File: src/rtl/mtimer_pkg.sv
package mtimer_pkg;

    // Byte offsets of the four mapped words
    localparam int OFF_CNT_LO = 'h0;
    localparam int OFF_CNT_HI = 'h4;
    localparam int OFF_CMP_LO = 'h8;
    localparam int OFF_CMP_HI = 'hC;

    // Machine interrupt line the output is wired to
    localparam int MTIMER_IRQ_LINE = 7;

    typedef enum logic [2:0] {
        SEL_NONE   = 3'd0,
        SEL_CNT_LO = 3'd1,
        SEL_CNT_HI = 3'd2,
        SEL_CMP_LO = 3'd3,
        SEL_CMP_HI = 3'd4
    } word_sel_e;

    typedef enum logic {
        IRQ_QUIET = 1'b0,
        IRQ_FIRED = 1'b1
    } irq_state_e;

endpackage

File: src/rtl/mtimer_decode.sv
module mtimer_decode
    import mtimer_pkg::*;
#(
    parameter int ADDR_W = 5
) (
    input  logic [ADDR_W-1:0] addr_i,
    output word_sel_e         sel_o
);

    always_comb begin
        if (addr_i == ADDR_W'(OFF_CNT_LO))      sel_o = SEL_CNT_LO;
        else if (addr_i == ADDR_W'(OFF_CNT_HI)) sel_o = SEL_CNT_HI;
        else if (addr_i == ADDR_W'(OFF_CMP_LO)) sel_o = SEL_CMP_LO;
        else if (addr_i == ADDR_W'(OFF_CMP_HI)) sel_o = SEL_CMP_HI;
        else                                    sel_o = SEL_NONE;
    end

endmodule

File: src/rtl/mtimer_counter.sv
module mtimer_counter #(
    parameter int BUS_W          = 32,
    parameter int CNT_W          = 2 * BUS_W,
    parameter bit TICK_EVERY_CLK = 1'b0
) (
    input  logic             clk_i,
    input  logic             rst_ni,
    input  logic             tick_i,
    input  logic             ld_lo_i,
    input  logic             ld_hi_i,
    input  logic [BUS_W-1:0] wdata_i,
    output logic [CNT_W-1:0] cnt_o
);

    logic             tick_en;
    logic [CNT_W-1:0] cnt_q;

    generate
        if (TICK_EVERY_CLK) begin : g_free_run
            assign tick_en = 1'b1;
        end else begin : g_strobe
            assign tick_en = tick_i;
        end
    endgenerate

    always_ff @(posedge clk_i) begin
        if (!rst_ni) begin
            cnt_q <= '0;
        end else if (ld_lo_i || ld_hi_i) begin
            if (ld_lo_i) cnt_q[BUS_W-1:0]     <= wdata_i;
            if (ld_hi_i) cnt_q[CNT_W-1:BUS_W] <= wdata_i;
        end else if (tick_en) begin
            cnt_q <= cnt_q + 1'b1;
        end
    end

    assign cnt_o = cnt_q;


    cnt_inc_chk: assert property (@(posedge clk_i) disable iff (!rst_ni)
        (tick_en && !ld_lo_i && !ld_hi_i) |=> (cnt_q == $past(cnt_q) + 1'b1));


    cnt_ld_lo_chk: assert property (@(posedge clk_i) disable iff (!rst_ni)
        ld_lo_i |=> (cnt_q[BUS_W-1:0] == $past(wdata_i)) &&
                    (cnt_q[CNT_W-1:BUS_W] == $past(cnt_q[CNT_W-1:BUS_W])));

endmodule

File: src/rtl/mtimer_snapshot.sv
module mtimer_snapshot #(
    parameter int BUS_W = 32
) (
    input  logic             clk_i,
    input  logic             rst_ni,
    input  logic             cap_i,
    input  logic [BUS_W-1:0] upper_i,
    output logic [BUS_W-1:0] hold_o
);

    logic [BUS_W-1:0] hold_q;

    always_ff @(posedge clk_i) begin
        if (!rst_ni)    hold_q <= '0;
        else if (cap_i) hold_q <= upper_i;
    end

    assign hold_o = hold_q;


    hold_stable_chk: assert property (@(posedge clk_i) disable iff (!rst_ni)
        !cap_i |=> $stable(hold_q));

endmodule

File: src/rtl/mtimer_compare.sv
module mtimer_compare #(
    parameter int BUS_W = 32,
    parameter int CNT_W = 2 * BUS_W
) (
    input  logic             clk_i,
    input  logic             rst_ni,
    input  logic             ld_lo_i,
    input  logic             ld_hi_i,
    input  logic [BUS_W-1:0] wdata_i,
    output logic [CNT_W-1:0] cmp_o
);

    logic [CNT_W-1:0] cmp_q;

    always_ff @(posedge clk_i) begin
        if (!rst_ni) begin
            cmp_q <= '1;
        end else begin
            if (ld_lo_i) cmp_q[BUS_W-1:0]     <= wdata_i;
            if (ld_hi_i) cmp_q[CNT_W-1:BUS_W] <= wdata_i;
        end
    end

    assign cmp_o = cmp_q;


    cmp_keep_chk: assert property (@(posedge clk_i) disable iff (!rst_ni)
        (!ld_lo_i && !ld_hi_i) |=> $stable(cmp_q));

endmodule

File: src/rtl/mtimer_irq_fsm.sv
module mtimer_irq_fsm
    import mtimer_pkg::*;
#(
    parameter int CNT_W = 64
) (
    input  logic             clk_i,
    input  logic             rst_ni,
    input  logic [CNT_W-1:0] cnt_i,
    input  logic [CNT_W-1:0] cmp_i,
    output logic             irq_o
);

    irq_state_e st_q, st_d;
    logic       due;

    assign due = (cnt_i >= cmp_i);

    always_comb begin
        st_d = st_q;
        unique case (st_q)
            IRQ_QUIET: st_d = due ? IRQ_FIRED : IRQ_QUIET;  // fire / wait
            IRQ_FIRED: st_d = due ? IRQ_FIRED : IRQ_QUIET;  // hold / rearm
            default:   st_d = IRQ_QUIET;
        endcase
    end

    always_ff @(posedge clk_i) begin
        if (!rst_ni) st_q <= IRQ_QUIET;
        else         st_q <= st_d;
    end

    always_comb begin
        irq_o = (st_q == IRQ_FIRED);
    end

endmodule

File: src/rtl/mtimer_top.sv
module mtimer_top
    import mtimer_pkg::*;
#(
    parameter int BUS_W          = 32,
    parameter int ADDR_W         = 5,
    parameter bit TICK_EVERY_CLK = 1'b0
) (
    input  logic              clk_i,
    input  logic              rst_ni,
    input  logic              tick_i,
    input  logic              wr_en_i,
    input  logic              rd_en_i,
    input  logic [ADDR_W-1:0] addr_i,
    input  logic [BUS_W-1:0]  wdata_i,
    output logic [BUS_W-1:0]  rdata_o,
    output logic              irq_o
);

    localparam int CNT_W = 2 * BUS_W;

    word_sel_e        sel;
    logic [CNT_W-1:0] cnt;
    logic [CNT_W-1:0] cmp;
    logic [BUS_W-1:0] hold;

    mtimer_decode #(.ADDR_W(ADDR_W)) u_decode (
        .addr_i (addr_i),
        .sel_o  (sel)
    );

    mtimer_counter #(
        .BUS_W          (BUS_W),
        .CNT_W          (CNT_W),
        .TICK_EVERY_CLK (TICK_EVERY_CLK)
    ) u_counter (
        .clk_i   (clk_i),
        .rst_ni  (rst_ni),
        .tick_i  (tick_i),
        .ld_lo_i (wr_en_i && sel == SEL_CNT_LO),
        .ld_hi_i (wr_en_i && sel == SEL_CNT_HI),
        .wdata_i (wdata_i),
        .cnt_o   (cnt)
    );

    mtimer_snapshot #(.BUS_W(BUS_W)) u_snapshot (
        .clk_i   (clk_i),
        .rst_ni  (rst_ni),
        .cap_i   (rd_en_i && sel == SEL_CNT_LO),
        .upper_i (cnt[CNT_W-1:BUS_W]),
        .hold_o  (hold)
    );

    mtimer_compare #(.BUS_W(BUS_W), .CNT_W(CNT_W)) u_compare (
        .clk_i   (clk_i),
        .rst_ni  (rst_ni),
        .ld_lo_i (wr_en_i && sel == SEL_CMP_LO),
        .ld_hi_i (wr_en_i && sel == SEL_CMP_HI),
        .wdata_i (wdata_i),
        .cmp_o   (cmp)
    );

    mtimer_irq_fsm #(.CNT_W(CNT_W)) u_irq (
        .clk_i  (clk_i),
        .rst_ni (rst_ni),
        .cnt_i  (cnt),
        .cmp_i  (cmp),
        .irq_o  (irq_o)
    );

    always_comb begin
        rdata_o = '0;
        if (rd_en_i) begin
            unique case (sel)
                SEL_CNT_LO: rdata_o = cnt[BUS_W-1:0];
                SEL_CNT_HI: rdata_o = hold;
                SEL_CMP_LO: rdata_o = cmp[BUS_W-1:0];
                SEL_CMP_HI: rdata_o = cmp[CNT_W-1:BUS_W];
                default:    rdata_o = '0;
            endcase
        end
    end


    irq_fire_chk: assert property (@(posedge clk_i) disable iff (!rst_ni)
        (cnt >= cmp) |=> irq_o);


    irq_clear_chk: assert property (@(posedge clk_i) disable iff (!rst_ni)
        (cnt < cmp) |=> !irq_o);


    unmapped_rd_chk: assert property (@(posedge clk_i) disable iff (!rst_ni)
        (rd_en_i && sel == SEL_NONE) |-> (rdata_o == '0));


    unmapped_wr_chk: assert property (@(posedge clk_i) disable iff (!rst_ni)
        (wr_en_i && sel == SEL_NONE && !tick_i) |=> $stable(cnt) && $stable(cmp));

endmodule

File: config.mk
export PLATFORM = sky130hd
export DESIGN_NAME = mtimer_top
export DESIGN_NICKNAME = d
export VERILOG_FILES = /design/src/rtl/mtimer_pkg.sv /design/src/rtl/mtimer_decode.sv /design/src/rtl/mtimer_counter.sv /design/src/rtl/mtimer_snapshot.sv /design/src/rtl/mtimer_compare.sv /design/src/rtl/mtimer_irq_fsm.sv /design/src/rtl/mtimer_top.sv
export SDC_FILE = /design/constraint.sdc
export NUM_CORES = 1
export LEC_CHECK = 0
export ABC_AREA = 0
export BUFFER_PORTS_ARGS = -buffer_cell sky130_fd_sc_hd__buf_2
export CAP_MARGIN = 5
export CORE_UTILIZATION = 38
export DETAILED_ROUTE_END_ITERATION = 10
export SLEW_MARGIN = 30
export SYNTH_ARGS = -nofsm -noshare
export SYNTH_HDL_FRONTEND = slang
export SYNTH_HIERARCHICAL = 1
export SYNTH_SLANG_ARGS = --single-unit
File: constraint.sdc
create_clock -name clk_i -period 3.7 [get_ports clk_i]
set_input_delay 0 -clock clk_i [delete_from_list [all_inputs] [get_ports clk_i]]
set_output_delay 0 -clock clk_i [all_outputs]
set_load 0.05 [all_outputs]
### Word-level counts from Yosys, hierarchy flattened

Index checks and enable logic that the tools add are counted.

* register bits after elaboration: 161
* latch bits: 0
* bits in writable memories: 0
* ROM bits: 0
* output and inout bits: 33
* word-level logic and storage cells: 38
* memories kept: 0

* add/sub/neg operators: 1
* multipliers: 0
* div/mod/pow operators: 0
* $lt $le $gt $ge: 1
* eq/ne operators: 9
* shift-type cells: 0
* muxes and demuxes: 11
* bitwise operators: 0
* reductions and logical operators: 10

Operators with widths (number)
* $mux W64: 2
* $pmux W32 S4: 1
* $mux W32: 3
* $add A64 B1 Y64 const B: 1
* $ge A64 B64 Y1: 1
* $mux W3: 4
* $eq A5 B4 Y1 const B: 2
* $eq A3 B2 Y1 const B: 2
* $eq A5 B3 Y1 const B: 1
* $logic_and A1 B1 Y1: 5
* $logic_not A5 Y1: 1
* $ne A2 B1 Y1 const B: 2
* $reduce_and A2 Y1: 2
* $eq A3 B1 Y1 const B: 1
* $eq A3 B3 Y1 const B: 1
* $reduce_bool A2 Y1: 1
* $logic_or A1 B1 Y1: 1
* $mux W1: 1

### Logic depth before layout (Yosys ltp)

Gate-level depths: netlist of the first run.

* depth after elaboration: 10
* depth in mapped cells: 13
* depth with buffers taken out: 10

### Modules after synthesis

Netlist of the first run, hierarchy kept.

By module, submodules not included
* mtimer_counter: instances 1, cells an instance 518, area an instance 3836.2 um^2
* mtimer_compare: instances 1, cells an instance 207, area an instance 2309.7 um^2
* mtimer_irq_fsm: instances 1, cells an instance 229, area an instance 1624.1 um^2
* mtimer_top: instances 1, cells an instance 165, area an instance 1249.9 um^2
* mtimer_snapshot: instances 1, cells an instance 103, area an instance 1243.7 um^2
* mtimer_decode: instances 1, cells an instance 5, area an instance 37.5 um^2

### Worst setup path after synthesis of the first run

No wires, ideal clock.

* kind: input to register
* from: input port addr_i[4]
* to: register u_counter.cnt_q[58] (netlist: u_counter/cnt_o[58])
* library setup time: 62 ps
* arrival: 2745 ps
* data required time: 3638 ps
* setup slack: 893 ps
* cell stages on the path: 11
* buffers on the path: 3
* cells stage by stage: nor4_1 > nor2b_1 > buf_2 > buf_2 > and3_1 > or2_2 > clkbuf_1 > nor2_1 > nand2_1 > or4_1 > nand3_1

* longest elaborated chain between the ends: 10

RTL lines
* start, declared: RTL line mtimer_top.sv:13 `input logic [ADDR_W-1:0] addr_i,`
* $eq A5 B4 Y1: RTL line mtimer_decode.sv:14 `else if (addr_i == ADDR_W'(OFF_CMP_HI)) sel_o = SEL_CMP_HI;`
* $mux W3: RTL line mtimer_decode.sv:14
* $mux W3: RTL line mtimer_decode.sv:13 `else if (addr_i == ADDR_W'(OFF_CMP_LO)) sel_o = SEL_CMP_LO;`
* $mux W3: RTL line mtimer_decode.sv:12 `else if (addr_i == ADDR_W'(OFF_CNT_HI)) sel_o = SEL_CNT_HI;`
* $mux W3 *: RTL line mtimer_decode.sv:11 `if (addr_i == ADDR_W'(OFF_CNT_LO)) sel_o = SEL_CNT_LO;`
* $eq A3 B1 Y1 / $eq A3 B2 Y1 (equally long branches): RTL line mtimer_top.sv:39, mtimer_top.sv:40
* $logic_and A1 B1 Y1, on equally long branches: RTL line mtimer_top.sv:39, mtimer_top.sv:40
* $logic_or A1 B1 Y1: RTL line mtimer_counter.sv:29 `end else if (ld_lo_i || ld_hi_i) begin`
* $ne A2 B1 Y1 (no source line) / $reduce_bool A2 Y1 (equally long branches)
* $reduce_and A2 Y1 (no source line)
* end signal, assigned by index: RTL line mtimer_counter.sv:30 `if (ld_lo_i) cnt_q[BUS_W-1:0] <= wdata_i;`
* end signal, assigned by index: RTL line mtimer_counter.sv:31 `if (ld_hi_i) cnt_q[CNT_W-1:BUS_W] <= wdata_i;`
* end signal, assigned: RTL line mtimer_counter.sv:33 `cnt_q <= cnt_q + 1'b1;`
* end, declared: RTL line mtimer_counter.sv:16 `logic [CNT_W-1:0] cnt_q;`

Every way passes the cells marked *; elsewhere a longest branch is shown, timed or not.
A chain may end at the register's enable or synchronous reset.

### Final worst setup path of the first run

* from: register u_counter.cnt_q[2] (netlist: u_counter/cnt_o[2])
* to: register u_counter.cnt_q[39] (netlist: u_counter/cnt_o[39])

* longest elaborated chain between the ends: 3

RTL lines
* $add A64 B1 Y64: RTL line mtimer_counter.sv:33
* $mux W64: RTL line mtimer_counter.sv:32 `end else if (tick_en) begin`
* $mux W64: RTL line mtimer_counter.sv:29

Every way passes these cells. The select of a mux whose other input is x is not followed.

==> results of run 1 <==
## cell usage after synthesis, types with 13 or more instances
| library cell | number |
|---|---|
| sky130_fd_sc_hd__mux2i_1 | 99 |
| sky130_fd_sc_hd__nand2_1 | 141 |
| sky130_fd_sc_hd__nor2_1 | 48 |
| sky130_fd_sc_hd__ha_1 | 65 |
| sky130_fd_sc_hd__buf_2 | 22 |
| sky130_fd_sc_hd__inv_1 | 80 |
| sky130_fd_sc_hd__a21oi_2 | 13 |
| sky130_fd_sc_hd__a22oi_1 | 24 |
| sky130_fd_sc_hd__a211oi_1 | 13 |
| sky130_fd_sc_hd__a21oi_1 | 86 |
| sky130_fd_sc_hd__and3_1 | 21 |
| sky130_fd_sc_hd__nand4_1 | 39 |
| sky130_fd_sc_hd__nand3_1 | 30 |
| sky130_fd_sc_hd__a32oi_1 | 32 |
| sky130_fd_sc_hd__clkbuf_1 | 30 |
| sky130_fd_sc_hd__xnor2_1 | 18 |
| sky130_fd_sc_hd__o21ai_0 | 55 |
| sky130_fd_sc_hd__nor2b_1 | 66 |
| sky130_fd_sc_hd__nor3_1 | 24 |
| sky130_fd_sc_hd__dfxtp_1 | 161 |
## cells by family after synthesis
logic type	Yosys count	synth area share
flip-flops	161	0.313
multiplexers	100	0.0973
XOR/XNOR	29	0.0247
AND/OR/NAND/NOR	431	0.220
adder cells (fa/ha/maj)	65	0.0790
buffers and inverters	154	0.0775
AO/OA/AOI/OAI	287	0.189
## metal layers
| layer | vias up | global-route usage | share of wire |
|---|---|---|---|
| met4 | 0 | 0.100 | 0.025 |
| met1 | 4536 | 0.334 | 0.46 |
| met3 | 63 | 0.0337 | 0.063 |
| met2 | 371 | 0.390 | 0.45 |
| met5 | - | 0 | 0 |
| li1 | 4614 | - | - |
## tightest hold or removal path: stages
cell and delay, ns:
sky130_fd_sc_hd__buf_2 0.16, sky130_fd_sc_hd__nand4_1 0.12, sky130_fd_sc_hd__o211ai_1 0.11
## final timing paths
path                        from             endpoint  slack (ns)  cells after the start
max reg2reg   u_counter/cnt_o[2]  u_counter/cnt_o[39]        0.79                      6
min reg2reg  u_compare/cmp_o[17]  u_compare/cmp_o[17]        0.50                      2
max           u_counter/cnt_o[2]  u_counter/cnt_o[39]        0.79                      6
min                       tick_i  u_counter/cnt_o[54]        0.03                      3
## repair_timing
item / CTS / global route
gates resized for setup: 0 / 0
hold buffers: 33 / 0
endpoints found under the hold margin: 122 / 0
## sequential cells by signal, summed over array words and instances, names as in the netlist
signal and count:
u_counter/cnt_o 64, u_snapshot/hold_o 32, u_irq/irq_o 1, u_compare/cmp_o 64
## area by class of cell
cell class,instances,area (µm²),share of cell area
timing repair buffer,136,933,0.0793
clock buffer,18,439,0.0373
sequential,161,3220,0.274
multi-input combinational,912,6320,0.537
tap,335,419,0.0356
clock inverter,14,131,0.0112
inverter,80,300,0.0255
## power groups by stage
| stage | sequential [mW] | clock (mW) | combinational, mW |
|---|---|---|---|
| 2_1_floorplan | 1.83 | 0 | 0.176 |
| 3_3_place_gp | 1.84 | 0 | 0.280 |
| 3_5_place_dp | 1.84 | 0 | 0.283 |
| 4_1_cts | 1.80 | 1.78 | 0.311 |
| 5_1_grt | 1.81 | 1.85 | 0.342 |
| 6_report | 1.81 | 1.75 | 0.315 |
==> results.md, run 1 <==
* complete, no violations — run status
* 0 — number of maximum-capacitance violations
* 0.0290 ns — final hold slack
* 1227 — Syn Inst Count
* 0.940 ns — measured slew at the worst slew-check pin
* 6 — detailed-routing iteration count for the pre-antenna-repair pass
* sky130_fd_sc_hd__dfxtp_1 — leading cell type in the layout, fill and taps excluded
* 0.772 ns — worst-case setup slack after placement
* 0 — Max Slew Vio Count
* 66 — post-synthesis cell type count
* 9584 — total number of vias
* 0 — Residual DRC
* 0.452 — relative contribution of the clock network to total power
* 3.20 ns — worst path arrival time
* 0.0235 ns — Post-Route Skew
* 0 — initial antenna violation count
* sky130_fd_sc_hd__clkbuf_16 — buffer type at the clock tree root
* and4_1 > nand3_1 > nor4_2 > nand2_1 > o311ai_0 > o211ai_1 — cell breakdown of the critical path
* simple AND/OR/NAND/NOR gates — Crit path max-delay family
* 4.00 ns — critical path required time
* 17 — Inserted Clock Buffers
* flop — CP endpoint kind
* 329 mW/mm² — total power per unit cell area
* flop — startpoint types
* 34000 µm — WL final
* 2640 — fillcell total
* 161 — Seq cells post-synth
* 0.0109 mm² — placed inst area
* 4.85 nW — leak pwr
* in2reg — worst hold path class
* 0 — Crit path buffers/inverters
* 167 µm — die outline width
* built — TritonCTS clock tree
* 2 — CTS max path bufs
* 0.0264 mm² — core area
* 344 MHz — maximum clock frequency
* 161 — CTS sink count
* 14.2% — P&R area growth vs syn
* 0.372 — Slew headroom
* sky130_fd_sc_hd__dfxtp_1, sky130_fd_sc_hd__mux2i_1, sky130_fd_sc_hd__ha_1 — cells taking the most area after synthesis
* 0.07 ns — clock slew at reported path FFs
* 810 — 1st-iter DRT viols
* 6 — count of warnings emitted by yosys
* 50 — largest net degree at the start of global routing
* 0 — number of diodes added for antenna fixing
* 2.83 mW — total internal power
* 167 µm — Die Y-Extent
* 59 — # rows
* sky130_fd_sc_hd__dfxtp_1 — Synth area leader
* 0.391 — initial core utilization
* 4 — H-tree levels
* 0 — share of async-settable or async-resettable flops after synthesis
* 8.40 µm² — mean post-synth cell area
* 0.44 ns — Clock Latency Late Sink
* 0.0278 mm² — Die Footprint
* 0.0103 mm² — Post-Syn Area
* 74 — input/output buffers
* sky130_fd_sc_hd__dfxtp_1 — Top FF cell, synth
* 0.081 — part of the total power dissipated in combinational logic
* 0.84 ns — CP max stage delay
* 0 ns — setup TNS
* 0.245 — global routing usage summed across all routing layers
* 0.794 ns — final worst-path setup slack
* false — unrepaired setup endpoints after global routing
* 75 — IO Pins
* 1415 — net count of the finished layout
* 8 — largest fanout of any net on the critical path
* 0 — remaining antenna violation count after routing
* 1591 — DP Cell Count
* 0.0118 mm² — total non-filler cell area in the finished layout
* 0.139 — fraction of final layout cells with drive strength greater than 1
* 0.313 — post-synthesis sequential area ratio
* 0.785 — ratio of final minimum period to clock period
* 1656 — final std cells w/o fill
* 1334 — nets in the synthesized netlist
* sky130_fd_sc_hd__nor4_2 — critical path's slowest cell
* 3.87 mW — total power draw
* reg2reg — kind of critical path
* 0 — number of post-CTS setup repair buffers
* sky130_fd_sc_hd__dfxtp_1, sky130_fd_sc_hd__nand2_1, sky130_fd_sc_hd__mux2i_1 — most used cells in the layout excluding fill and tap cells
* 24100 µm — Detailed Place HPWL
* 0 — gr ovfl total
* 0 — final hold vios
* 299 µV — largest vdd supply drop
* 1.04 mW — Switching Power
* 0.447 — post-route core utilization
* 0.466 — portion of total power attributed to sequential cells
* 53300 µm — first-pass GRT wire length
* 9297 — via count of the first global-routing pass
* 20.5 µm — per-cell routed wire length
* 2.91 ns — post-layout minimum cycle time
* 5.79 — Avg Vias per Cell
* 0.313 — area share of the largest cell type after synthesis
* 0 — # setup viols final
* 0.268 — switch share
* 1.01 — routability-driven placement congestion ratio
* 0 — number of flops mapped to enable cells by yosys
No activity file was read; power rests on OpenSTA's default activity.
==> run 2, diff against run 1 <==
==> constraint.sdc (replaced) <==
create_clock -name clk_i -period 3 [get_ports clk_i]
set_input_delay 0 -clock clk_i [delete_from_list [all_inputs] [get_ports clk_i]]
set_output_delay 0 -clock clk_i [all_outputs]
set_load 0.05 [all_outputs]
==> results.md, run 2 (synthesis gave the netlist of run 1 again) <==
* 4 — H-tree levels, unchanged
* 0 — # setup viols final, unchanged
* 0 — final hold vios, unchanged
* 0.991 — routability-driven placement congestion ratio, -1.7%
* 828 — 1st-iter DRT viols, +2.2%
* 9143 — via count of the first global-routing pass, -1.7%
* 0.252 — switch share, -0.0160
* 0.490 — relative contribution of the clock network to total power, +0.038
* 0.080 — part of the total power dissipated in combinational logic, about the same
* 0.473 — Slew headroom, +0.101
* 2 — CTS max path bufs, unchanged
* 0.153 — fraction of final layout cells with drive strength greater than 1, +0.0146
* 101 — largest net degree at the start of global routing, +100%
* 1439 — net count of the finished layout, +1.7%
* 53300 µm — first-pass GRT wire length, about the same
* sky130_fd_sc_hd__dfxtp_1, sky130_fd_sc_hd__nand2_1, sky130_fd_sc_hd__mux2i_1 — most used cells in the layout excluding fill and tap cells
* 0.0264 mm² — core area, unchanged
* 0 — Residual DRC, unchanged
* reg2reg — kind of critical path
* 2.69 ns — post-layout minimum cycle time, -0.217 ns
* 0 — initial antenna violation count, unchanged
* complete, no violations — run status
* sky130_fd_sc_hd__dfxtp_1 — critical path's slowest cell
* 167 µm — die outline width, unchanged
* 6 — detailed-routing iteration count for the pre-antenna-repair pass, unchanged
* 0 — number of post-CTS setup repair buffers, unchanged
* 0.00959 ns — Post-Route Skew, -0.0139 ns
* 20.4 µm — per-cell routed wire length, -0.73%
* built — TritonCTS clock tree
* 17 — Inserted Clock Buffers, unchanged
* 0 — number of diodes added for antenna fixing, unchanged
* 161 — CTS sink count, unchanged
* 0.391 — initial core utilization, unchanged
* 0 ns — setup TNS, unchanged
* 0.0278 mm² — Die Footprint, unchanged
* 0 — gr ovfl total, unchanged
* flop — CP endpoint kind
* 0.0111 mm² — placed inst area, +1.7%
* 0.0121 mm² — total non-filler cell area in the finished layout, +2.5%
* nand4_1 > nor3_1 > nand4_1 > or2_4 > or4_1 > nand3_1 — cell breakdown of the critical path
* 0.430 — portion of total power attributed to sequential cells, -0.036
* 3.38 ns — critical path required time, -0.62 ns
* 24200 µm — Detailed Place HPWL, +0.46%
* 427 mW/mm² — total power per unit cell area, +30%
* 8 — largest fanout of any net on the critical path, unchanged
* 5.04 nW — leak pwr, +4.0%
* 0.50 ns — CP max stage delay, -0.34 ns
* 303 µV — largest vdd supply drop, +1.2%
* 0 — number of maximum-capacitance violations, unchanged
* 74 — input/output buffers, unchanged
* 1614 — DP Cell Count, +1.4%
* 0.787 ns — measured slew at the worst slew-check pin, -0.153 ns
* 0 — PostCTS Resize Cnt, unchanged
* sky130_fd_sc_hd__nand4_1 — Critical Path Most Common Cell
* 34200 µm — WL final, +0.71%
* 3.07 ns — worst path arrival time, -0.13 ns
* 0 — Max Slew Vio Count, unchanged
* sky130_fd_sc_hd__dfxtp_1 — leading cell type in the layout, fill and taps excluded
* 17.1% — P&R area growth vs syn
* in2reg — worst hold path class
* 75 — IO Pins, unchanged
* 5.76 — Avg Vias per Cell, -0.41%
* 0.245 — global routing usage summed across all routing layers, -0.000383
* 0.07 ns — clock slew at reported path FFs, about the same
* 0 — remaining antenna violation count after routing, unchanged
* false — unrepaired setup endpoints after global routing
* 1.30 mW — Switching Power, +25%
* 34 — number of hold buffers added after CTS, +3.0%
* 0.43 ns — Clock Latency Late Sink, about the same
* 372 MHz — maximum clock frequency, +8.1%
* 59 — # rows, unchanged
* 167 µm — Die Y-Extent, unchanged
* 3.85 mW — total internal power, +36%
* 9683 — total number of vias, +1.0%
* 1680 — final std cells w/o fill, +1.4%
* 0.896 — ratio of final minimum period to clock period, +0.111
* flop — startpoint types
* sky130_fd_sc_hd__clkbuf_16 — buffer type at the clock tree root
run 2: cell types whose count changed in the layout (fill, tap and decap cells not counted), sizes merged:
cell and change:
buf +23, bufinv +4, clkinv +2, clkinvlp -6, dlygate4sd3 +1
run 2: final cells by class:
type,instances,area [µm²]
Timing Repair Buffer,160,1130
Tap cell,335,419
Fill cell,2579,14300
Inverter,80,300
Clock inverter,14,226
Clock buffer,18,439
Multi-Input combinational cell,912,6320
Sequential cell,161,3220
run 2: worst max-delay path, delay by kind of cell, from the launching register on:
family	cells	cell delay (ns)
flip-flops	1	0.50
AND/OR/NAND/NOR	6	2.14
run 2: path summary, 6_finish.rpt:
| kind | end | startpoint | depth (start not counted) | slack (ns) |
|---|---|---|---|---|
| hold reg to reg | u_compare/cmp_o[19] | u_compare/cmp_o[19] | 2 | 0.50 |
| hold / removal | u_counter/cnt_o[5] | wr_en_i | 5 | 0.28 |
| setup reg to reg | u_counter/cnt_o[58] | u_counter/cnt_o[33] | 6 | 0.31 |
| setup / recovery | u_counter/cnt_o[58] | u_counter/cnt_o[33] | 6 | 0.31 |
run 2: metrics by stage:
step	util	hold slack, ns	power [mW]	setup slack (ns)
6_report	0.458	0.282	5.15	0.311
5_1_grt	0.458	0.299	5.30	0.166
4_1_cts	0.458	0.260	5.17	0.360
3_5_place_dp	0.419	0.272	2.64	0.370
3_3_place_gp	0.419	0.270	2.63	0.394
2_1_floorplan	-	0.109	2.47	0.193
run 2: power groups by stage:
stage	sequential, mW	clock (mW)	combinational, mW
4_1_cts	2.22	2.54	0.409
3_3_place_gp	2.26	0	0.370
3_5_place_dp	2.26	0	0.372
2_1_floorplan	2.25	0	0.217
5_1_grt	2.22	2.63	0.445
6_report	2.22	2.52	0.412
run 2: routing by layer:
metal  routed length [µm]  track usage  up-vias
met5                    0            0        -
met4                  697       0.0745        0
met3                 1910       0.0387       50
met2                15600        0.395      352
met1                16000        0.335     4617
li1                     -            -     4664
==> run 3, diff against run 2 <==
--- a/config.mk
+++ b/config.mk
@@ -5,7 +5,7 @@
 export SDC_FILE = /design/constraint.sdc
 export NUM_CORES = 1
 export LEC_CHECK = 0
-export ABC_AREA = 0
+export ABC_AREA = 1
 export BUFFER_PORTS_ARGS = -buffer_cell sky130_fd_sc_hd__buf_2
 export CAP_MARGIN = 5
 export CORE_UTILIZATION = 38
==> results.md, run 3 <==
* 1.57 mW — Switching Power, +21%
* 0 — number of flops mapped to enable cells by yosys, unchanged
* 32 — largest fanout of any net on the critical path, +24
* 0 — number of maximum-capacitance violations, unchanged
* 0.129 — part of the total power dissipated in combinational logic, +0.049
* 2.72 ns — worst path arrival time, -0.35 ns
* 161 — Seq cells post-synth, unchanged
* sky130_fd_sc_hd__dfxtp_1 — Synth area leader
* 65 — largest net degree at the start of global routing, -36%
* 0 — initial antenna violation count, unchanged
* 0.00892 ns — Post-Route Skew, -0.000666 ns
* sky130_fd_sc_hd__nand2_1, sky130_fd_sc_hd__nor2_1, sky130_fd_sc_hd__inv_1 — most used cells in the layout excluding fill and tap cells
* 64 — # rows, +8.5%
* sky130_fd_sc_hd__dfxtp_1, sky130_fd_sc_hd__nand2_1, sky130_fd_sc_hd__nor2_1 — cells taking the most area after synthesis
* 1931 — Syn Inst Count, +57%
* 0 ns — setup TNS, unchanged
* 0.344 — met1 Track Usage GR, +0.00947
* sky130_fd_sc_hd__clkinv_1 — critical path's slowest cell
* 2.40 ns — post-layout minimum cycle time, -0.287 ns
* 12 — cell depth of the worst setup path, +6
* 0.113 — fraction of final layout cells with drive strength greater than 1, -0.0398
* 3.32 ns — critical path required time, -0.06 ns
* 0.74 ns — CP max stage delay, +0.24 ns
* 6 — detailed-routing iteration count for the pre-antenna-repair pass, unchanged
* sky130_fd_sc_hd__dfxtp_1 — Top FF cell, synth
* 0.801 — ratio of final minimum period to clock period, -0.0956
* 446 µV — largest vdd supply drop, +47%
* 2098 — net count of the finished layout, +46%
* sky130_fd_sc_hd__nand2_1 — leading cell type in the layout, fill and taps excluded
* 0.429 — relative contribution of the clock network to total power, -0.061
* 9 — R2R cell count, +3
* 0 — Max Slew Vio Count, unchanged
* 2 — CTS max path bufs, unchanged
* 12.0% — P&R area growth vs syn
* 0.0119 mm² — Post-Syn Area, +15%
* 0.271 — area share of the largest cell type after synthesis, -0.0414
* 0 — gr ovfl total, unchanged
* 5.37 — Avg Vias per Cell, -6.7%
* 0.0320 mm² — Die Footprint, +15%
* 0 — final hold vios, unchanged
* 5.37 mW — total power draw, +4.3%
* 4 — Crit path buffers/inverters, +4
* in2reg — kind of critical path
* complete, no violations — run status
* input port — startpoint types
* 0.465 — global routing met2 resource utilization, +0.0705
* 0.0307 mm² — core area, +16%
* 0.0411 — met3 track utilization from global routing, +0.00240
* 0 — share of async-settable or async-resettable flops after synthesis, unchanged
* 0.376 — Slew headroom, -0.0973
* 179 µm — die outline width, +7.3%
* 161 — CTS sink count, unchanged
* 179 µm — Die Y-Extent, +7.3%
* in2reg — worst hold path class
* 0 — Residual DRC, unchanged
* sky130_fd_sc_hd__nor2_4 — Critical Path Most Common Cell
* buf_2 > nor2_1 > nand2_1 > nor2_4 > inv_2 > nor4_1 > buf_4 > nor2_4 > a21oi_2 > clkinv_1 > o21ai_0 > a21oi_1 — cell breakdown of the critical path
* sky130_fd_sc_hd__nand2_1, sky130_fd_sc_hd__nor2_1, sky130_fd_sc_hd__inv_1, sky130_fd_sc_hd__nand3_1, sky130_fd_sc_hd__dfxtp_1 — most numerous cell types in the synthesized netlist
* 3309 — fillcell total, +28%
* flop — CP endpoint kind
* built — TritonCTS clock tree
* 0.930 ns — measured slew at the worst slew-check pin, +0.143 ns
* 0.387 — initial core utilization, -0.00376
* 1232 — 1st-iter DRT viols, +49%
* 31400 µm — Detailed Place HPWL, +30%
* sky130_fd_sc_hd__nand2_1 — most frequent cell after synthesis
* 6.45 nW — leak pwr, +28%
* 0.271 — post-synthesis sequential area ratio, -0.0414
* 0 — number of diodes added for antenna fixing, unchanged
* 42700 µm — WL final, +25%
* 404 mW/mm² — total power per unit cell area, -5.4%
* 0.947 — routability-driven placement congestion ratio, -4.4%
* 0.07 ns — clock slew at reported path FFs, about the same
* false — unrepaired setup endpoints after global routing
* 2 — Hold Path Depth, -3
* 75 — IO Pins, unchanged
* 17 — Inserted Clock Buffers, unchanged
* 416 MHz — maximum clock frequency, +12%
* 66500 µm — first-pass GRT wire length, +25%
* 0.443 — portion of total power attributed to sequential cells, +0.013
* 74 — input/output buffers, unchanged
* 0 — PostCTS Resize Cnt, unchanged
* sky130_fd_sc_hd__clkbuf_16 — buffer type at the clock tree root
* 17.8 µm — per-cell routed wire length, -13%
* 0.271 — global routing usage summed across all routing layers, +0.0261
* 0.292 — switch share, +0.0398
* 12900 — total number of vias, +33%
* 0 — # setup viols final, unchanged
* 11900 — via count of the first global-routing pass, +31%
* 4 — H-tree levels, unchanged
* 0.44 ns — Clock Latency Late Sink, about the same
* buffers and inverters — Crit path max-delay family
* 6.15 µm² — mean post-synth cell area, -27%
* 3.80 mW — total internal power, -1.2%
* met2 — GRT busiest layer
* 2038 — nets in the synthesized netlist, +53%
* 6 — count of warnings emitted by yosys, unchanged
* 36 — post-synthesis cell type count, -45%
* 0 — remaining antenna violation count after routing, unchanged
[run 3: cell count changes after synthesis, moves of 24 or more]
cell                       change
sky130_fd_sc_hd__nand4_1      +38
sky130_fd_sc_hd__a32oi_1      -32
sky130_fd_sc_hd__mux2i_1      -99
sky130_fd_sc_hd__nor2_1      +264
sky130_fd_sc_hd__nor2b_1      -66
sky130_fd_sc_hd__nand2_1     +373
sky130_fd_sc_hd__o21bai_1     +24
sky130_fd_sc_hd__inv_1       +105
sky130_fd_sc_hd__nand2_2      +29
sky130_fd_sc_hd__nand3_1     +142
sky130_fd_sc_hd__a21oi_1      +53
sky130_fd_sc_hd__o21ai_0      +32
sky130_fd_sc_hd__a22oi_1      -24
[run 3: kinds of logic (layout without fill, tap and decap cells)]
family,count (synthesis),in the layout,share of synthesized area
adder cells (fa/ha/maj),65,65,0.0685
AND/OR/NAND/NOR,1152,1152,0.424
flip-flops,161,161,0.271
buffers and inverters,294,365,0.119
XOR/XNOR,2,2,0.00148
AO/OA/AOI/OAI,257,257,0.115
[run 3: cell type report]
class                           count  area, µm²  area share
Clock buffer                       20        457      0.0343
Multi-Input combinational cell   1476       7290       0.548
Inverter                          196        746      0.0561
Clock inverter                     10        135      0.0102
Tap cell                          396        495      0.0373
Sequential cell                   161       3220       0.242
Timing Repair Buffer              139        953      0.0717
[run 3: per-stage QoR]
step | std cells | hold WS (ns) | area [µm²] | worst slack [ns] | utilization
global route | 2398 | 0.119 | 13300 | 0.337 | 0.434
floorplan | 1931 | 0.120 | 11900 | 0.692 | -
global placement | 2335 | 0.261 | 12400 | 0.531 | 0.404
CTS | 2398 | 0.0890 | 13300 | 0.897 | 0.434
finish | 2398 | 0.0943 | 13300 | 0.598 | 0.434
detailed placement | 2336 | 0.273 | 12400 | 0.539 | 0.404
[run 3: what timing repair did]
item / in CTS / in global routing
setup buffers: 0 / 0
hold endpoints to repair: 111 / 0
hold buffers: 32 / 0
[run 3: layer usage]
| layer | vias up | wire length [µm] | part of all wire |
|---|---|---|---|
| li1 | 6347 | - | - |
| met1 | 6010 | 19000 | 0.44 |
| met2 | 470 | 20100 | 0.47 |
| met3 | 62 | 2450 | 0.058 |
| met4 | 0 | 1120 | 0.026 |
| met5 | - | 0 | 0 |
[run 3: final timing paths]
path	from	endpoint	slack, ns
worst min-delay path	rst_ni	u_compare/cmp_o[49]	0.09
worst max-delay path	addr_i[4]	u_counter/cnt_o[63]	0.60
worst min register to register	u_snapshot/hold_o[15]	u_snapshot/hold_o[15]	0.47
worst max register to register	u_counter/cnt_o[29]	u_counter/cnt_o[60]	0.83
[run 3: power groups by stage]
| stage | sequential [mW] | clock [mW] | combinational, mW |
|---|---|---|---|
| final | 2.38 | 2.30 | 0.691 |
| after global routing | 2.39 | 2.41 | 0.770 |
| after CTS | 2.37 | 2.32 | 0.682 |
| after detailed placement | 2.42 | 0 | 0.647 |
| after global placement | 2.42 | 0 | 0.635 |
| after floorplan | 2.35 | 0 | 0.447 |
